$ cat config.mk
export PLATFORM = sky130hd
export DESIGN_NAME = edge_wake_ctrl
export DESIGN_NICKNAME = d
export VERILOG_FILES = /design/src/rtl/ew_pkg.sv /design/src/rtl/ew_pin_sync.sv /design/src/rtl/ew_w1c_bank.sv /design/src/rtl/ew_irq_merge.sv /design/src/rtl/edge_wake_ctrl.sv
export SDC_FILE = /design/constraint.sdc
export NUM_CORES = 1
export LEC_CHECK = 0
export CAP_MARGIN = 10
export CORE_MARGIN = 5
export CORE_UTILIZATION = 61
export DETAILED_ROUTE_END_ITERATION = 8
export DONT_BUFFER_PORTS = 1
export GPL_ROUTABILITY_DRIVEN = 0
export PLACE_DENSITY = 0.77
export SLEW_MARGIN = 20
export SYNTH_ARGS = -nofsm -noshare
export SYNTH_HDL_FRONTEND = slang
export SYNTH_SLANG_ARGS = --single-unit
$ cat constraint.sdc
create_clock -name clk -period 3.8 [get_ports clk]
set_input_delay 0.57 -clock clk [delete_from_list [all_inputs] [get_ports clk]]
set_output_delay 0.57 -clock clk [all_outputs]
set_load 0.005 [all_outputs]
$ cat src/rtl/ew_pkg.sv
// Shared register addresses for the either-edge wake controller.
// Assumes a 3-bit register address; every code in the space is used.
package ew_pkg;
    localparam int unsigned ADDR_W      = 3;
    localparam int unsigned REG_MODE    = 0;
    localparam int unsigned REG_POL     = 1;
    localparam int unsigned REG_DATA    = 2;
    localparam int unsigned REG_PME_EN  = 3;
    localparam int unsigned REG_SMI_EN  = 4;
    localparam int unsigned REG_PME_STS = 5;
    localparam int unsigned REG_SMI_STS = 6;
    localparam int unsigned REG_AGG_STS = 7;
endpackage

$ cat src/rtl/ew_pin_sync.sv
// Two-flop synchronizer plus a history flop for each pin.
// Outputs the synchronized level and a one-cycle edge pulse for each pin.
// Assumes pins are asynchronous levels. During reset every stage follows the
// pin so that no false edge appears when reset is released.
module ew_pin_sync #(
    parameter int unsigned N = 6
) (
    input  logic         clk,
    input  logic         rst_n,
    input  logic [N-1:0] pin_raw,
    output logic [N-1:0] level,
    output logic [N-1:0] edge_pulse
);
    genvar i;
    generate
        for (i = 0; i < N; i++) begin : g_pin
            logic meta_q, sync_q, hist_q;

            // Move the pin through two stages and keep the previous synchronized level.
            always_ff @(posedge clk) begin
                if (!rst_n) begin
                    meta_q <= pin_raw[i];
                    sync_q <= pin_raw[i];
                    hist_q <= pin_raw[i];
                end else begin
                    meta_q <= pin_raw[i];
                    sync_q <= meta_q;
                    hist_q <= sync_q;
                end
            end

            assign level[i]      = sync_q;
            assign edge_pulse[i] = sync_q ^ hist_q;
        end
    endgenerate
endmodule

$ cat src/rtl/ew_w1c_bank.sv
// Bank of sticky status bits with write-1-to-clear.
// A set on a bit wins over a clear of the same bit in the same cycle.
module ew_w1c_bank #(
    parameter int unsigned N = 6
) (
    input  logic         clk,
    input  logic         rst_n,
    input  logic [N-1:0] set_i,
    input  logic [N-1:0] clr_i,
    output logic [N-1:0] sts_o
);
    logic [N-1:0] sts_q;

    // Hold each bit until it is cleared, letting a new edge override the clear.
    always_ff @(posedge clk) begin
        if (!rst_n) sts_q <= '0;
        else        sts_q <= (sts_q & ~clr_i) | set_i;
    end

    assign sts_o = sts_q;
endmodule

$ cat src/rtl/ew_irq_merge.sv
// Combines the qualified status bits of all pins into one active-low request.
// A pin takes part only when its mode bit and enable bit are both set.
module ew_irq_merge #(
    parameter int unsigned N = 6
) (
    input  logic [N-1:0] sts,
    input  logic [N-1:0] en,
    input  logic [N-1:0] mode,
    output logic         irq_n
);
    // NOR of the qualified status bits.
    always_comb irq_n = ~|(sts & en & mode);
endmodule

$ cat src/rtl/edge_wake_ctrl.sv
// Either-edge wake and interrupt controller, top level.
// Holds the mode, polarity and enable registers, decodes the register bus,
// and ties together the synchronizers, the three status banks and the two
// request mergers. Assumes a single clock and a synchronous active-low reset.
module edge_wake_ctrl #(
    parameter int unsigned NUM_PINS = 6
) (
    input  logic                  clk,
    input  logic                  rst_n,
    input  logic [NUM_PINS-1:0]   pin_in,
    input  logic [2:0]            bus_addr,
    input  logic [NUM_PINS-1:0]   bus_wdata,
    input  logic                  bus_wr,
    output logic [NUM_PINS-1:0]   bus_rdata,
    output logic                  pme_n,
    output logic                  smi_n
);
    import ew_pkg::*;

    logic [NUM_PINS-1:0] mode_q, pol_q, pme_en_q, smi_en_q;
    logic [NUM_PINS-1:0] level, edge_vec;
    logic [NUM_PINS-1:0] pme_sts, smi_sts, agg_sts;
    logic [NUM_PINS-1:0] pme_clr, smi_clr, agg_clr;

    // Match the bus address against one register code.
    function automatic logic hit(input logic [2:0] a, input int unsigned code);
        return a == code[2:0];
    endfunction

    ew_pin_sync #(.N(NUM_PINS)) u_sync (
        .clk(clk), .rst_n(rst_n), .pin_raw(pin_in),
        .level(level), .edge_pulse(edge_vec)
    );

    // Update the control registers on a write to their address.
    always_ff @(posedge clk) begin
        if (!rst_n) begin
            mode_q   <= '0;
            pol_q    <= '0;
            pme_en_q <= '0;
            smi_en_q <= '0;
        end else if (bus_wr) begin
            if (hit(bus_addr, REG_MODE))   mode_q   <= bus_wdata;
            if (hit(bus_addr, REG_POL))    pol_q    <= bus_wdata;
            if (hit(bus_addr, REG_PME_EN)) pme_en_q <= bus_wdata;
            if (hit(bus_addr, REG_SMI_EN)) smi_en_q <= bus_wdata;
        end
    end

    // Turn a write to a status address into a clear mask for that bank.
    always_comb begin
        pme_clr = (bus_wr && hit(bus_addr, REG_PME_STS)) ? bus_wdata : '0;
        smi_clr = (bus_wr && hit(bus_addr, REG_SMI_STS)) ? bus_wdata : '0;
        agg_clr = (bus_wr && hit(bus_addr, REG_AGG_STS)) ? bus_wdata : '0;
    end

    ew_w1c_bank #(.N(NUM_PINS)) u_pme_sts (
        .clk(clk), .rst_n(rst_n), .set_i(edge_vec), .clr_i(pme_clr), .sts_o(pme_sts)
    );
    ew_w1c_bank #(.N(NUM_PINS)) u_smi_sts (
        .clk(clk), .rst_n(rst_n), .set_i(edge_vec), .clr_i(smi_clr), .sts_o(smi_sts)
    );
    ew_w1c_bank #(.N(NUM_PINS)) u_agg_sts (
        .clk(clk), .rst_n(rst_n), .set_i(edge_vec), .clr_i(agg_clr), .sts_o(agg_sts)
    );

    ew_irq_merge #(.N(NUM_PINS)) u_pme_irq (
        .sts(pme_sts), .en(pme_en_q), .mode(mode_q), .irq_n(pme_n)
    );
    ew_irq_merge #(.N(NUM_PINS)) u_smi_irq (
        .sts(smi_sts), .en(smi_en_q), .mode(mode_q), .irq_n(smi_n)
    );

    // Select the read data for the addressed register.
    always_comb begin
        case (bus_addr)
            3'(REG_MODE):    bus_rdata = mode_q;
            3'(REG_POL):     bus_rdata = pol_q;
            3'(REG_DATA):    bus_rdata = level ^ pol_q;
            3'(REG_PME_EN):  bus_rdata = pme_en_q;
            3'(REG_SMI_EN):  bus_rdata = smi_en_q;
            3'(REG_PME_STS): bus_rdata = pme_sts;
            3'(REG_SMI_STS): bus_rdata = smi_sts;
            default:         bus_rdata = agg_sts;
        endcase
    end
endmodule


Yosys cells after proc, flatten, opt, wreduce, memory -nomap -nowiden. Cells that the tools add are included.

Register bits: 60. Output and inout bits: 8.

Bitwise operators: 20. Equal/unequal tests: 7. Reductions and logical operators: 12. Mux-type cells: 16.

Operators by type and width (number): $and A6 B6 Y6 (7); $pmux W6 S7 (1); $mux W6 (3); $not A6 Y6 (3); $or A6 B6 Y6 (3); $eq A3 B3 Y1 const B (4); $mux W1 (12); $reduce_or A6 Y1 (2); $reduce_and A2 Y1 (4); $eq A3 B2 Y1 const B (2); $xor A1 B1 Y1 (6); $xor A6 B6 Y6 (1); $eq A3 B1 Y1 const B (1); $logic_and A1 B1 Y1 (3); $logic_not A3 Y1 (1); $logic_not A1 Y1 (2).

Logic depth before layout (Yosys ltp). Gate-level depths: netlist of the first run.

Word-level depth: 6. Gate-level depth with buffers: 6. Depth with buffers taken out: 4.

Modules after synthesis. Synthesis of the first run repeated with hierarchy kept, for this count alone.

Cells, all modules: 287. Area total of the unflattened synthesis: 3049.2 um^2.

By module, submodules not included: edge_wake_ctrl (seq. area each 480.5 um^2, area an instance 1576.5 um^2, instances 1, cells each 176); ew_w1c_bank (seq. area each 120.1 um^2, area an instance 247.7 um^2, instances 3, cells each 18); ew_pin_sync (seq. area each 360.3 um^2, area an instance 641.9 um^2, instances 1, cells each 43); ew_irq_merge (seq. area each 0.0 um^2, area an instance 43.8 um^2, instances 2, cells each 7).

Least setup slack after synthesis of the first run. No wires, ideal clock.

Kind: input port to output port. Start point: in bus_addr[1]. End point: out bus_rdata[0]. Stages on the path: 3. Path slack: 1.798 ns. Data arrival time: 1.432 ns. Path through: buf_6 mux4_2 mux2_4.

Cells in the longest elaborated chain, start to end: 2. Elaborated cells between the ends (all ways): 8. Classes of those cells: 6 x eq/ne; 1 x mux; 1 x reduce/logical.

Ends and longest elaborated chain: from (decl) (line edge_wake_ctrl.sv:11) `input logic [2:0] bus_addr,`; $eq A3 B3 Y1, or another cell as far along (line edge_wake_ctrl.sv:76) `case (bus_addr)`; $pmux W6 S7 (*) (line edge_wake_ctrl.sv:76); to (decl) (line edge_wake_ctrl.sv:14) `output logic [NUM_PINS-1:0] bus_rdata,`.

Every way passes the cells marked *; elsewhere a longest branch is shown, timed or not.

Worst setup path in the final report of the first run.
Start point: reg u_pme_sts.sts_q[1], in the netlist u_pme_sts.sts_o[1]. End point: out pme_n.

Cells in the longest elaborated chain, start to end: 4.

Ends and longest elaborated chain: from (decl) (line ew_w1c_bank.sv:12) `logic [N-1:0] sts_q;`; from (signal assigned) (line ew_w1c_bank.sv:17) `else sts_q <= (sts_q & ~clr_i) | set_i;`; $and A6 B6 Y6 (2 in a row) (line ew_irq_merge.sv:12) `always_comb irq_n = ~|(sts & en & mode);`; $reduce_or A6 Y1 (line ew_irq_merge.sv:12); $logic_not A1 Y1 (line ew_irq_merge.sv:12); to (decl) (line edge_wake_ctrl.sv:15) `output logic pme_n,`.

No other way between the ends.

==> impl_results.md, run 1 <==
- Hold buffer count at cts: 0
- Post-synth ARST share: 0%
- Vias in the first global route: 1,996
- Final net count: 315
- Largest net degree at the start of global routing: 61
- Tmin final: 2080 ps
- Die ar.: 6120 sq um
- Kind of end point of the critical path: output port
- Seq/Total Area, Yosys: roughly 42%
- GRT Util Overall: 21.5%
- Clock Sinks: 60
- First-pass GRT wire length: 9.98 mm
- Core ar.: 4440 sq um
- Num rows: 24
- Worst-path cell chain: and3_1 -> a31oi_1 -> nand3_1 -> a311oi_1
- DP HPWL: 4.14 mm
- VDD IR max: 0.000391 V
- R2R Setup Slk: 2830 ps
- Post-synth EDFFs: 0
- Die H: 78.2 um
- Routed vias: around 2,100
- LEAKAGE: 0.00119 uW
- Longest Clk Path Bufs: 2
- H-tree Lvls: 3
- Crit path kind: register to output port
- Worst hold slack: 256 ps
- Avg Cell Area, Syn: 9.34 sq um
- Final WS setup: around 1700 ps
- Synth cell types: 47
- Area grow syn2layout: 5.99%
- Hold Fails Final Rpt: 0
- Max Fclk: 0.481 GHz
- Final ANT Viol Nets: 0
- RR Startpoint: u_sync.g_pin[5].sync_q
- Fraction of layout cells with a size suffix above 1: 9.30%
- Max-slew violation count: 0
- RSZ-0062 raised after global routing: no
- Worst Path Required: roughly 3200 ps
- Hold Path Stages: 0
- PwrDens: 495 nW/um^2
- Critical Path Start Type: register
- Chip width: between 70 and 80 um
- Min-delay src: pin_in[5]
- Hold Path Sink: u_sync.g_pin[5].meta_q
- Yosys warning count: 0
- Ports: 26
- Status: finished, final reports clean
- Hold Crit Class: input pin to register
- DRT Wirelength: 6.12 mm
- # fillers: 375
- Vias per cell: just under 6
- R2r endpoint: u_smi_sts.sts_o[5]
- Pin slew with the least headroom to its limit: about 700 ps
- Detailed Routing Iterations Pass 1: 4
- Final worst-path cycle share: 54.7%
- Slew headroom: 52.7%
- Clock Tree Root: clkbuf_8
- Post-synthesis register bit count: 60
- Worst-path clk slew: ~60 ps
- Final Cell Area: 3010 sq um
- Crit path largest cell delay: 340 ps
- Worst-path fanout max: 3
- Top FF cell, synth: dfxtp_1
- Slowest CP cell: dfxtp_1
- TritonCTS clock tree: built
- Setup WS pre-CTS: roughly 1800 ps
- Worst-Skew Late Latency: 340 ps
- Setup Skew: 7.39 ps
- Postcts setup bufs: 0
- Per-cell routed wire length: ~17 um
- WP data arrival: roughly 1500 ps
- Syn Std Cell Area: 2840 sq um
- Setup_tns: 0 ps
- Resize count post-CTS: 0
- Gate Count Post-Synth: 304
- R2R cell count: 2
- Antenna cell count: 0
- DR iter-0 viols: 254
- Total gr overflow: 0
- PortBufs: 0
- Cts bufs inserted: 9
- Antenna violations before repair: 0
- Max-Cap Viols: 0
- Synth Net Count: 322
- Placed Instance Area: 2780 sq um
- Count of final setup violators: 0
- Residual DRC count: 0
- Initial Util: 63.9%
==> sequential cells by signal, summed over array words and instances (netlist names) <==
signal	count
mode_q	6
pme_en_q	6
pol_q	6
smi_en_q	6
u_agg_sts.sts_o	6
u_pme_sts.sts_o	6
u_smi_sts.sts_o	6
u_sync.g_pin.hist_q	6
u_sync.g_pin.meta_q	6
u_sync.g_pin.sync_q	6
==> cells by family after synthesis <==
kind of cell	synth area share, %
simple gates	24.6
flops	42.3
compound gates	13.5
mux	11.5
buf+inv	4.94
xor+xnor	3.09
==> cells in the final DEF, fill, tap and decap left out, types with 4 or more instances in the layout <==
cell type	netlist	final
a21boi_0	12	12
a21boi_1	6	6
a21oi_1	4	4
a22oi_1	6	6
and3_1	6	6
clkbuf_8	1	12
dfxtp_1	60	60
mux2i_1	23	23
nand2_1	64	64
nand2b_1	6	6
nand3_1	7	7
nor2_1	12	12
nor2b_1	26	26
o22a_1	4	4
xnor2_1	8	8
==> critical path, delay by kind of cell (launching register included) <==
kind	cells	cell delay, ps
and+or+nand+nor	2	310
DFF	1	340
AOI/OAI and AO/OA	2	530
==> per-stage QoR <==
step	total power (uW)	utilization, %	instances
CTS	1500	67.7	353
floorplan	829	-	304
detailed placement	838	62.4	338
finish	1490	67.7	353
global placement	834	62.4	338
global route	1550	67.7	353
==> routing by layer <==
layer / wire length [um] / global-route usage (%) / vias up
li1: - / - / 1030
met1: 2520 / 27.2 / 966
met2: 2820 / 32.6 / 92
met3: 623 / 8.24 / 17
met4: 155 / 9.97 / 0
met5: 0 / 0 / -
==> cell usage after synthesis (6+ instances only) <==
| library cell | instances | area (sq um) |
|---|---|---|
| mux2i_1 | 23 | 230 |
| nand2b_1 | 6 | 37.5 |
| nand2_1 | 64 | 240 |
| xnor2_1 | 8 | 70.1 |
| a22oi_1 | 6 | 45.0 |
| a21boi_1 | 6 | 45.0 |
| nor2_1 | 12 | 45.0 |
| nand3_1 | 7 | 35.0 |
| dfxtp_1 | 60 | 1200 |
| a21boi_0 | 12 | 90.1 |
| and3_1 | 6 | 37.5 |
| nor2b_1 | 26 | 163 |
==> area by class of cell <==
class                   count  area [sq um]  share of cell area (%)
clock inverters             3          68.8                    2.29
well taps                  52          65.1                    2.16
flip-flops and latches     60          1200                    39.9
multi-input cells         223          1500                    49.8
clock buffers              12           165                    5.49
inverters                   3          11.3                   0.374
==> where the power goes <==
part,switching (uW),internal [uW]
logic,53.2,64.1
clock network,244,420
registers,34.3,673
total,331,1160
==> how the worst max path moves through the flow <==
stage,start,end,slack (ps),depth (start not counted)
6_report,u_pme_sts.sts_o[1],pme_n,1720,4
3_5_place_dp,bus_addr[0],bus_rdata[4],1800,4
5_1_grt,mode_q[0],bus_rdata[0],1640,4
4_1_cts,u_pme_sts.sts_o[1],pme_n,1720,4
2_1_floorplan,bus_addr[1],bus_rdata[0],1800,3
3_3_place_gp,bus_addr[0],bus_rdata[4],1850,4
Note: power is estimated with default switching activity, not from simulation.
==> run 2, diff against run 1 <==
==> constraint.sdc (replaced) <==
create_clock -name clk -period 2.16 [get_ports clk]
set_input_delay 0.324 -clock clk [delete_from_list [all_inputs] [get_ports clk]]
set_output_delay 0.324 -clock clk [all_outputs]
set_load 0.005 [all_outputs]
==> run 2 against run 1 <==
Compared with the run above:
- power is 62% higher
- non-clock buffer count is 6 higher
- sequential share of layout area is 0.13 points lower
- first-iteration DRC count is 17% lower
- count of clock-buffer cells in the layout is 1 lower
- die area stayed put
- routed wire length is 0.29% lower
- cell area is 0.33% higher
- utilization is 0.23 points higher
- critical path type unchanged
- critical endpoint is now smi_n
==> impl_results.md, run 2 (synthesis results as in run 1) <==
- Detailed Routing Iterations Pass 1: 4 (unchanged)
- Cts bufs inserted: 9 (unchanged)
- R2R Setup Slk: 1170 ps (-1660 ps)
- Longest Clk Path Bufs: 2 (unchanged)
- Postcts setup bufs: 0 (unchanged)
- Hold buffer count at cts: 6 (+6)
- Clock Tree Root: clkbuf_8
- Final worst-path cycle share: 83.4%
- RSZ-0062 raised after global routing: no
- Slew headroom: 51.4% (-1.3 points)
- Slowest CP cell: dfxtp_1
- RR Startpoint: u_sync.g_pin[0].sync_q
- Chip width: 78.2 um (unchanged)
- TritonCTS clock tree: built
- Pin slew with the least headroom to its limit: 726 ps (+18.9 ps)
- Total gr overflow: 0 (unchanged)
- Resize count post-CTS: 0 (unchanged)
- Crit-path leading delay family: compound AO/OA/AOI/OAI gates
- Tmin final: around 1800 ps
- Antenna violations before repair: 0 (unchanged)
- GRT Util Overall: 21.1% (-0.43 points)
- H-tree Lvls: 3 (unchanged)
- Hold Path Sink: u_sync.g_pin[1].sync_q
- DP HPWL: 4.06 mm (-2.0%)
- Final ANT Viol Nets: 0 (unchanged)
- Met3 wire length: 485 um (-22%)
- Worst-path cell chain: and3_1 -> a31oi_1 -> nand3_1 -> a311oi_1
- Num rows: 24 (unchanged)
- Fraction of layout cells with a size suffix above 1: 8.77% (-0.54 points)
- DR iter-0 viols: 212 (-17%)
- PwrDens: 801 nW/um^2 (+62%)
- Worst-path clk slew: 60 ps (about the same)
- Count of final setup violators: 0 (unchanged)
- Die ar.: 6120 sq um (unchanged)
- Routed length on met1: 2.76 mm (+9.6%)
- Crit path largest cell delay: 330 ps (about the same)
- Setup_tns: 0 ps (unchanged)
- Ports: 26 (unchanged)
- DR WL met2: 2.71 mm (-4.1%)
- Commonest non-fill, non-tap cell in the layout: nand2_1
- Crit path kind: register to output port
- Most frequent cells in the layout: nand2_1, dfxtp_1, nor2b_1
- Core ar.: 4440 sq um (unchanged)
- WP data arrival: 1480 ps (-30 ps)
- Worst Path Required: 1840 ps (-1390 ps)
- Die H: 78.2 um (unchanged)
- Clock Sinks: 60 (unchanged)
- Hold Fails Final Rpt: 0 (unchanged)
- Worst-path fanout max: 3 (unchanged)
- Status: finished, final reports clean
- Hold Crit Class: input pin to register
- R2r endpoint: u_agg_sts.sts_o[0]
- Max Fclk: 0.555 GHz
- First-pass GRT wire length: 9.72 mm (-2.6%)
- Area grow syn2layout: 6.35%
- Max-slew violation count: 0 (unchanged)
- DRT Wirelength: 6.11 mm (-0.29%)
- Min-delay src: rst_n
- VDD IR max: 0.000714 V (+83%)
- Initial Util: 63.9% (unchanged)
- Routed vias: 2,097 (-0.38%)
- Worst-Skew Late Latency: 340 ps (about the same)
- Kind of end point of the critical path: output port
- Vias in the first global route: 1,908 (-4.4%)
- Final net count: 321 (+1.9%)
- CP Buf/Inv Count: 0 (unchanged)
- Vias per cell: 5.83 (-2.3%)
- Max-Cap Viols: 0 (unchanged)
- Critical Path Start Type: register
- LEAKAGE: 0.00119 uW (about the same)
- Final WS setup: 358 ps (-1360 ps)
- Setup Skew: 2.08 ps (-5.31 ps)
- PortBufs: 0 (unchanged)
- Top sig layer: met4
- Hold Path Stages: 2 (+2)
- Antenna cell count: 0 (unchanged)
- Largest net degree at the start of global routing: 61 (unchanged)
- Setup WS pre-CTS: 650 ps (-1150 ps)
- Per-cell routed wire length: 17.0 um (-2.2%)
- Residual DRC count: 0 (unchanged)
- R2R cell count: 2 (unchanged)
==> run 2: changes by cell type in the layout (fill, tap and decap cells not counted), sizes merged <==
cell,change
dlygate4sd3,+6
clkbuf,-1
bufinv,-1
clkinv,+2
clkinvlp,+1
==> run 2: how the worst max path moves through the flow <==
stage | startpoint | end | slack (ps) | cells past startpoint
finish | smi_en_q[4] | smi_n | 360 | 4
global route | u_pme_sts.sts_o[1] | pme_n | 290 | 4
CTS | u_pme_sts.sts_o[1] | pme_n | 360 | 4
detailed placement | bus_addr[0] | bus_rdata[4] | 650 | 4
global placement | bus_addr[0] | bus_rdata[4] | 690 | 4
floorplan | bus_addr[1] | bus_rdata[0] | 650 | 3
==> run 2: area by class of cell <==
| type | count | area (sq um) |
|---|---|---|
| timing repair buffer | 6 | 60.1 |
| tap | 52 | 65.1 |
| clock buffer | 11 | 131 |
| sequential | 60 | 1200 |
| clock inverter | 5 | 52.6 |
| inverter | 3 | 11.3 |
| fill | 350 | 1430 |
| multi-input combinational | 223 | 1500 |
==> run 2: per-layer routing <==
| layer | track usage (%) | vias to the layer above |
|---|---|---|
| met2 | 29.6 | 74 |
| met1 | 28.3 | 968 |
| met3 | 6.18 | 11 |
| met5 | 0 | - |
| met4 | 13.5 | 0 |
| li1 | - | 1044 |
==> run 2: power breakdown <==
group,switching (uW),leakage [uW],internal [uW]
sequential,59.2,0.000497,1180
combinational,96.0,0.000604,120
clock,433,0.0000931,527
total,588,0.00119,1830
==> run 2: stage by stage <==
step | std cells | utilization [%] | cell area (sq um) | total power, uW | hold slack (ps)
2_1_floorplan | 304 | - | 2840 | 1460 | 352
3_3_place_gp | 338 | 62.4 | 2780 | 1470 | 352
3_5_place_dp | 338 | 62.4 | 2780 | 1470 | 352
4_1_cts | 360 | 67.9 | 3020 | 2440 | 78.8
5_1_grt | 360 | 67.9 | 3020 | 2520 | 81.8
6_report | 360 | 67.9 | 3020 | 2420 | 94.4
